`config.mk`:
```
export PLATFORM = sky130hd
export DESIGN_NAME = mdio_target
export DESIGN_NICKNAME = d
export VERILOG_FILES = /design/src/rtl/mdio_tgt_pkg.sv /design/src/rtl/mdio_pre_det.sv /design/src/rtl/mdio_frame_seq.sv /design/src/rtl/mdio_rd_drv.sv /design/src/rtl/mdio_target.sv
export SDC_FILE = /design/constraint.sdc
export NUM_CORES = 1
export LEC_CHECK = 0
export BUFFER_PORTS_ARGS = -buffer_cell sky130_fd_sc_hd__buf_2
export CAP_MARGIN = 30
export CELL_PAD_IN_SITES_DETAIL_PLACEMENT = 0
export CELL_PAD_IN_SITES_GLOBAL_PLACEMENT = 1
export CORE_MARGIN = 3
export CORE_UTILIZATION = 35
export CTS_CLUSTER_DIAMETER = 100
export DETAILED_ROUTE_END_ITERATION = 8
export MAX_ROUTING_LAYER = met4
export PLACE_DENSITY = 0.77
export SETUP_SLACK_MARGIN = 0.2
export SYNTH_ARGS = -nofsm -noshare
export SYNTH_HDL_FRONTEND = slang
export SYNTH_SLANG_ARGS = --single-unit
```
`constraint.sdc`:
```
create_clock -name mdc -period 3 [get_ports mdc]
set_input_delay 0.3 -clock mdc [delete_from_list [all_inputs] [get_ports mdc]]
set_output_delay 0.3 -clock mdc [all_outputs]
set_load 0.03 [all_outputs]
```
`src/rtl/mdio_tgt_pkg.sv`:
```
package mdio_tgt_pkg;

  typedef enum logic [2:0] {
    PH_HUNT,
    PH_SOF,
    PH_OPC,
    PH_PHY,
    PH_REG,
    PH_TURN,
    PH_DATA
  } phase_t;

  localparam logic [1:0] OPC_RD = 2'b10;
  localparam logic [1:0] OPC_WR = 2'b01;

  // Index of the last bit of each multi-bit field.
  function automatic int unsigned field_last(phase_t ph, int unsigned aw, int unsigned dw);
    case (ph)
      PH_OPC:  return 1;
      PH_PHY:  return aw - 1;
      PH_REG:  return aw - 1;
      PH_TURN: return 1;
      PH_DATA: return dw - 1;
      default: return 0;
    endcase
  endfunction

  function automatic logic opc_known(logic [1:0] opc);
    return (opc == OPC_RD) || (opc == OPC_WR);
  endfunction

endpackage

```
`src/rtl/mdio_pre_det.sv`:
```
module mdio_pre_det #(
  parameter int PRE_LEN = 32
) (
  input  logic clk,
  input  logic rst_n,
  input  logic hunt,
  input  logic bit_in,
  output logic pre_full
);
  localparam int CW = $clog2(PRE_LEN + 1);

  logic [CW-1:0] ones_q;

  assign pre_full = (ones_q == CW'(PRE_LEN));

  always_ff @(posedge clk or negedge rst_n) begin
    if (!rst_n) begin
      ones_q <= '0;
    end else if (!hunt || !bit_in) begin
      ones_q <= '0;
    end else if (!pre_full) begin
      ones_q <= ones_q + 1'b1;
    end
  end
endmodule

```
`src/rtl/mdio_frame_seq.sv`:
```
module mdio_frame_seq
  import mdio_tgt_pkg::*;
#(
  parameter int ADDR_W = 5,
  parameter int DATA_W = 16
) (
  input  logic              clk,
  input  logic              rst_n,
  input  logic              bit_in,
  input  logic              pre_full,
  input  logic [ADDR_W-1:0] strap,
  output phase_t            phase,
  output logic              rd_frame,
  output logic              addr_hit,
  output logic [ADDR_W-1:0] reg_addr,
  output logic [DATA_W-1:0] wr_data,
  output logic              wr_pulse,
  output logic              ev_turn0,
  output logic              ev_turn1,
  output logic              ev_dat_shift,
  output logic              ev_dat_last
);
  localparam int MAXF = (DATA_W > ADDR_W) ? DATA_W : ADDR_W;
  localparam int CNT_W = $clog2(MAXF);

  phase_t            ph_q, ph_d;
  logic [CNT_W-1:0]  cnt_q;
  logic              field_end;
  logic              opc_hi_q;
  logic              rd_q, hit_q, we_q;
  logic [ADDR_W-1:0] phy_sh, reg_sh;
  logic [DATA_W-1:0] dat_sh;

  assign field_end = (32'(cnt_q) == field_last(ph_q, ADDR_W, DATA_W));

  always_comb begin
    ph_d = ph_q;
    case (ph_q)
      PH_HUNT: if (pre_full && !bit_in) ph_d = PH_SOF;
      PH_SOF:  ph_d = bit_in ? PH_OPC : PH_HUNT;
      PH_OPC:  if (field_end) ph_d = opc_known({opc_hi_q, bit_in}) ? PH_PHY : PH_HUNT;
      PH_PHY:  if (field_end) ph_d = PH_REG;
      PH_REG:  if (field_end) ph_d = PH_TURN;
      PH_TURN: if (field_end) ph_d = PH_DATA;
      PH_DATA: if (field_end) ph_d = PH_HUNT;
      default: ph_d = PH_HUNT;
    endcase
  end

  always_ff @(posedge clk or negedge rst_n) begin
    if (!rst_n) begin
      ph_q  <= PH_HUNT;
      cnt_q <= '0;
    end else begin
      ph_q <= ph_d;
      if (ph_d != ph_q || ph_q == PH_HUNT) cnt_q <= '0;
      else cnt_q <= cnt_q + 1'b1;
    end
  end

  always_ff @(posedge clk or negedge rst_n) begin
    if (!rst_n) begin
      opc_hi_q <= 1'b0;
      rd_q     <= 1'b0;
      hit_q    <= 1'b0;
      we_q     <= 1'b0;
      phy_sh   <= '0;
      reg_sh   <= '0;
      dat_sh   <= '0;
    end else begin
      we_q <= 1'b0;
      case (ph_q)
        PH_OPC: begin
          if (!field_end) opc_hi_q <= bit_in;
          else rd_q <= ({opc_hi_q, bit_in} == OPC_RD);
        end
        PH_PHY: begin
          phy_sh <= {phy_sh[ADDR_W-2:0], bit_in};
          if (field_end) hit_q <= ({phy_sh[ADDR_W-2:0], bit_in} == strap);
        end
        PH_REG: reg_sh <= {reg_sh[ADDR_W-2:0], bit_in};
        PH_DATA: begin
          dat_sh <= {dat_sh[DATA_W-2:0], bit_in};
          if (field_end) we_q <= hit_q && !rd_q;
        end
        default: ;
      endcase
    end
  end

  assign phase        = ph_q;
  assign rd_frame     = rd_q;
  assign addr_hit     = hit_q;
  assign reg_addr     = reg_sh;
  assign wr_data      = dat_sh;
  assign wr_pulse     = we_q;
  assign ev_turn0     = (ph_q == PH_TURN) && !field_end;
  assign ev_turn1     = (ph_q == PH_TURN) && field_end;
  assign ev_dat_shift = (ph_q == PH_DATA) && !field_end;
  assign ev_dat_last  = (ph_q == PH_DATA) && field_end;
endmodule

```
`src/rtl/mdio_rd_drv.sv`:
```
module mdio_rd_drv #(
  parameter int DATA_W = 16
) (
  input  logic              clk,
  input  logic              rst_n,
  input  logic              load,
  input  logic              shift,
  input  logic              stop,
  input  logic [DATA_W-1:0] rdata,
  output logic              oe,
  output logic              out
);
  logic [DATA_W-1:0] sh_q;

  always_ff @(posedge clk or negedge rst_n) begin
    if (!rst_n) begin
      sh_q <= '0;
      oe   <= 1'b0;
      out  <= 1'b1;
    end else if (load) begin
      sh_q <= rdata;
      oe   <= 1'b1;
      out  <= 1'b0;
    end else if (shift) begin
      out  <= sh_q[DATA_W-1];
      sh_q <= {sh_q[DATA_W-2:0], 1'b0};
    end else if (stop) begin
      oe  <= 1'b0;
      out <= 1'b1;
    end
  end
endmodule

```
`src/rtl/mdio_target.sv`:
```
module mdio_target
  import mdio_tgt_pkg::*;
#(
  parameter int ADDR_W  = 5,
  parameter int DATA_W  = 16,
  parameter int PRE_LEN = 32
) (
  input  logic              mdc,
  input  logic              rst_n,
  input  logic              mdio_in,
  output logic              mdio_out,
  output logic              mdio_oe,
  input  logic [ADDR_W-1:0] phy_strap,
  output logic [ADDR_W-1:0] reg_addr,
  output logic [DATA_W-1:0] reg_wdata,
  output logic              reg_we,
  input  logic [DATA_W-1:0] reg_rdata
);
  phase_t frm_phase;
  logic   in_hunt, pre_full, rd_frame, addr_hit;
  logic   ev_turn0, ev_turn1, ev_dat_shift, ev_dat_last;
  logic   serve, drv_load, drv_shift;

  assign in_hunt   = (frm_phase == PH_HUNT);
  assign serve     = rd_frame && addr_hit;
  assign drv_load  = ev_turn0 && serve;
  assign drv_shift = (ev_turn1 || ev_dat_shift) && serve;

  mdio_pre_det #(.PRE_LEN(PRE_LEN)) u_pre (
    .clk      (mdc),
    .rst_n    (rst_n),
    .hunt     (in_hunt),
    .bit_in   (mdio_in),
    .pre_full (pre_full)
  );

  mdio_frame_seq #(.ADDR_W(ADDR_W), .DATA_W(DATA_W)) u_seq (
    .clk          (mdc),
    .rst_n        (rst_n),
    .bit_in       (mdio_in),
    .pre_full     (pre_full),
    .strap        (phy_strap),
    .phase        (frm_phase),
    .rd_frame     (rd_frame),
    .addr_hit     (addr_hit),
    .reg_addr     (reg_addr),
    .wr_data      (reg_wdata),
    .wr_pulse     (reg_we),
    .ev_turn0     (ev_turn0),
    .ev_turn1     (ev_turn1),
    .ev_dat_shift (ev_dat_shift),
    .ev_dat_last  (ev_dat_last)
  );

  mdio_rd_drv #(.DATA_W(DATA_W)) u_drv (
    .clk   (mdc),
    .rst_n (rst_n),
    .load  (drv_load),
    .shift (drv_shift),
    .stop  (ev_dat_last),
    .rdata (reg_rdata),
    .oe    (mdio_oe),
    .out   (mdio_out)
  );
endmodule

```
Word level (Yosys, flattened, before mapping)
Index checks and enable logic that the tools add are counted.
Widths: inputs -> output; s select.
- $add $sub $neg: 2
- bitwise operators: 1
- muxes and demuxes: 23
- eq/ne operators: 14
- reduce and logical (&&, ||, !) cells: 27
- operator list (cell ; count):
    $mux 16 ; 2
    $pmux 3 s7 ; 1
    $mux 3 ; 6
    $mux 6 ; 2
    $pmux 4 s3 ; 1
    $eq 3x3->1 const B ; 3
    $logic_and 1x1->1 ; 9
    $mux 1 ; 8
    $reduce_and 2->1 ; 4
    $add 6x1->6 const B ; 1
    $eq 3x2->1 const B ; 2
    $eq 6x6->1 const B ; 1
    $eq 5x5->1 ; 1
    $add 4x1->4 const B ; 1
    $eq 4x4->1 ; 1
    $logic_not 1->1 ; 4
    $logic_or 1x1->1 ; 4
    $mux 2 ; 2
    $mux 4 ; 1
    $ne 2x2->1 const B ; 2
    $reduce_bool 2->1 ; 2
    $reduce_or 2->1 ; 2
    $eq 3x1->1 const B ; 1
    $logic_not 3->1 ; 1
    other kinds (5) ; 5
- logic and storage cells: 80
- output and inout port bits: 24
- register bits: 60
- input bits: 24

Depth between registers and ports, before layout
- depth in word-level cells: 10
- depth in mapped cells: 9
- mapped depth without buffers: 7

Hierarchy
Synthesis repeated with hierarchy kept, for this count alone.
- cells, all modules: 281
- area total of the unflattened synthesis: 3085.5 um^2
- modules (own cells, without submodules) (module ; seq. area each (um^2) ; cells each ; instances ; area each (um^2)):
    mdio_frame_seq ; 900.9 ; 168 ; 1 ; 1905.6
    mdio_rd_drv ; 451.7 ; 76 ; 1 ; 823.3
    mdio_pre_det ; 150.1 ; 34 ; 1 ; 335.3
    mdio_target ; 0.0 ; 3 ; 1 ; 21.3

Least setup slack after synthesis
No wires, ideal clock.
- kind: register to register
- from: reg u_seq.ph_q[1], in the netlist u_seq.phase[1]
- to: reg u_drv.sh_q[10]
- library setup time: 0.086 ns
- required time: 2.914 ns
- arrival: 2.075 ns
- period minus slack after synthesis: 2.161 ns
- path slack: 0.839 ns
- stages on the path, launching flop included: 9
- buffers on the path: 3
- cells stage by stage: dfrtp_1 > buf_6 > or4b_4 > a21oi_4 > a31oi_1 > or3b_1 > buf_6 > buf_12 > o221ai_2
- longest elaborated chain between the ends: 9
- elaborated cells between the ends (all ways): 18
- those cells by class: eq/ne: 6; mux: 2; reduce/logical: 10
- RTL lines (element ; RTL line ; RTL):
    start, declared ; mdio_frame_seq.sv:26 ; phase_t ph_q, ph_d;
    start signal, assigned ; mdio_frame_seq.sv:55 ; ph_q <= ph_d;
    $eq 3x2->1, or another cell as far along ; mdio_tgt_pkg.sv:18 ; case (ph)
    $reduce_or 2->1 (no line) ; -- ;
    $pmux 4 s3 ; mdio_tgt_pkg.sv:18 ;
    $eq 4x4->1 ; mdio_frame_seq.sv:34 ; assign field_end = (32'(cnt_q) == field_last(ph_q, ADDR_W, DATA_W));
    $logic_not 1->1 ; -- ;
    $logic_and 1x1->1 ; mdio_frame_seq.sv:99 ; assign ev_dat_shift = (ph_q == PH_DATA) && !field_end;
    $logic_or 1x1->1 ; mdio_target.sv:27 ; assign drv_shift = (ev_turn1 || ev_dat_shift) && serve;
    $logic_and 1x1->1 ; mdio_target.sv:27 ;
    $reduce_bool 2->1 (no line) ; -- ;
    end signal, assigned ; mdio_rd_drv.sv:21 ; sh_q <= rdata;
    end signal, assigned ; mdio_rd_drv.sv:26 ; sh_q <= {sh_q[DATA_W-2:0], 1'b0};
    end, declared ; mdio_rd_drv.sv:13 ; logic [DATA_W-1:0] sh_q;
Several ways; a longest one is shown, not always the timed one.
A chain may end at the register's enable or synchronous reset.

Final worst setup path
- from: reg u_seq.ph_q[2], in the netlist u_seq.phase[2]
- to: reg u_drv.sh_q[1]
The elaborated chain is that of the path after synthesis.

==> metrics.txt <==
reg2reg setup slack 0.51 ns; minimum clock period 2.485 ns; number of buffers added on ports 47; worst-skew pair later-pin latency 0.34 ns; # Post-CTS Setup Buffers 0; Post-synth top cells 72 x nand2_1, 59 x dfrtp_1, 27 x nand3_1, 21 x inv_1, 12 x o21ai_0; largest net degree at the start of global routing 37; Final #Nets 393; Area after DPL 0.003395 sq mm; total of max-cap violations 0; Place WS 0.5243 ns; RD Place Congestion 0.8062; critical path depth in cells 5; ys flop type dfrtp_1; first-pass GRT wire length 11.63 mm; Reg clk slew, reported paths 0.08 ns; Synth cell types 48; core area 0.008341 sq mm; Ports 48; Hold Startpoint reg_rdata[12]; Finished Cell Area 0.003630 sq mm; outcome finished clean; clk buf depth 2; CP max FO 20; Yosys top cell by area dfrtp_1; root buffer cell clkbuf_8; EDFF count, synth 0; wire length per cell 13.85 um; # DRC 0; H-tree depth 3; final wirelength 6.577 mm; CP bufs+invs 0; syn_nets 341; 1st-pass router iterations 4; CTS Hold Bufs 1; most instantiated library cell after synthesis nand2_1; area grow syn2layout 19.38%; Routed Antenna Nets 0; FMAX 0.4024 GHz; RR Startpoint u_seq.phase[2]$_DFF_PN0_; pwr/cell area 933.9 mW/mm^2; Hold WC Path Type input pin to flop; #FFs+latches synth 60; cells on worst reg2reg path 5; Fin. Hold Viols 0; layout cells sized above 1 25.68%; CTS tree yes; Hold Path Stages 3; final worst slack 0.5147 ns; Post-Synthesis Cells 313; VDD IR max 0.2545 mV; Avg Inst Size Synth 9.714 sq um; Synth Cell Area 0.003040 sq mm; fin crit share 82.84%; Max Clock Skew 0.01362 ns; R2R Path End u_drv.sh_q[1]$_DFFE_PN0P_; Setup Total Neg Slack 0 ns; post-CTS sizing 0; GR Util All Layers 14.88%; die area 0.009842 sq mm; hold endpoint u_drv.sh_q[12]$_DFFE_PN0P_; vias in the first global route 2468; startpoint type of the worst setup path flop; DP HPWL 4.694 mm; final setup violation count 0; YS warnings 0; arrival time at the worst endpoint 2.67 ns; Crit. End Element flop; Die H 99.21 um; CTS Buf Count 9; crit path cell chain nor3b_1 > and3_1 > o21ai_0 > or3b_1 > o221ai_1; Via Count 2392; First DRT Iteration DRCs 98; number of antenna violations at the first check in global routing 0; leak pwr 1.738 nW; slowest cell on the critical path or3b_1; RSZ-0062 raised after global routing no; DR vias/cell 5.036; Async S/R FF share, synth 100.0%; Sink Count 60; Max Transition Viols Final 0; crit-path leading delay family simple AND/OR/NAND/NOR gates; Crit Path Class flop to flop; Initial Util 36.45%; num rows 33; relative slew slack 50.86%; ANT cells 0; GR Overflow Total 0; register area share after synthesis 49.42%; main area contributors after synthesis dfrtp_1 49%, nand2_1 8.9%, o221ai_2 4.9%; Slew @ Worst Pin 0.7371 ns; crit-path max cell delay 0.67 ns; Crit path required time 3.18 ns; top cell type's share of synthesized area 48.56%; Die Wd 99.21 um
[worst max path at each step]
stage	start	slack (ns)	endpoint
2_1_floorplan	u_seq.phase[1]$_DFF_PN0_	0.84	u_drv.sh_q[10]$_DFFE_PN0P_
6_report	u_seq.phase[2]$_DFF_PN0_	0.51	u_drv.sh_q[1]$_DFFE_PN0P_
5_1_grt	u_seq.phase[2]$_DFF_PN0_	0.24	u_seq.cnt_q[3]$_DFF_PN0_
3_3_place_gp	u_seq.phase[0]$_DFF_PN0_	0.61	u_drv.sh_q[1]$_DFFE_PN0P_
4_1_cts	u_seq.phase[2]$_DFF_PN0_	0.51	u_drv.sh_q[1]$_DFFE_PN0P_
3_5_place_dp	u_seq.phase[2]$_DFF_PN0_	0.52	u_drv.sh_q[1]$_DFFE_PN0P_
[state kept, by name, indices dropped and copies added, names as in the netlist, 3 cells and up]
signal,cells
u_seq.reg_addr,5
u_pre.ones_q,6
u_seq.cnt_q,4
u_seq.phy_sh,4
u_seq.wr_data,16
u_seq.phase,3
u_drv.sh_q,16
[cell type report]
class | instances | area, sq um
well taps | 105 | 131.4
fillers | 825 | 4711
multi-input cells | 214 | 1351
flip-flops and latches | 60 | 1503
clock buffers | 10 | 137.6
clock inverters | 6 | 87.58
repair buffers | 59 | 340.3
inverters | 21 | 78.83
[kinds of logic (layout without fill, tap and decap cells)]
| family | Yosys count | count (layout) | synth area share [%] |
|---|---|---|---|
| adders and majority gates | 4 | 4 | 1.646 |
| buffers and inverters | 39 | 96 | 6.132 |
| and+or+nand+nor | 134 | 134 | 20.74 |
| DFF | 60 | 60 | 49.42 |
| xor gates and xnor gates | 11 | 11 | 3.169 |
| muxes | 7 | 7 | 2.593 |
| AOI/OAI and AO/OA | 58 | 58 | 16.30 |
[placed cells by master, fill, tap and decap left out, drive strengths merged, types with 4 or more instances in the layout]
cell / Yosys / layout
dfrtp: 59 / 59
nand2: 72 / 72
nand3: 27 / 27
a2111oi: 5 / 5
nor2: 9 / 9
mux2: 7 / 7
nand2b: 4 / 4
o21ai: 12 / 12
nor2b: 4 / 4
o221ai: 15 / 15
a21oi: 10 / 10
inv: 21 / 21
buf: 9 / 58
xnor2: 8 / 8
ha: 4 / 4
clkbuf: 9 / 10
[tightest hold or removal path: cells and delay by family]
family                 cells  cell delay [ns]
and+or+nand+nor            1             0.07
AOI/OAI and AO/OA          1             0.06
buffers and inverters      1             0.07
[metrics by stage]
step	utilization, %	hold slack, ns	power, mW	std cells
global placement	40.46	0.4553	2.549	457
floorplan	-	0.004409	2.236	313
detailed placement	40.70	0.1749	2.590	458
global route	43.52	0.1919	3.637	475
finish	43.52	0.1894	3.390	475
CTS	43.52	0.1749	3.433	475
[metal layers]
metal / global-route usage, % / routed length (um)
met1: 18.95 / 3113
met2: 22.83 / 3069
met3: 4.698 / 301
met4: 4.412 / 92
met5: - / 0
[where the power goes]
part           internal, mW  total [mW]  switching, mW  leakage (nW)
Combinational         0.515        1.30          0.781         0.884
Clock                 0.488       0.829          0.340         0.105
Sequential             1.06        1.26          0.205         0.750
(Power assumes the default switching activity.)
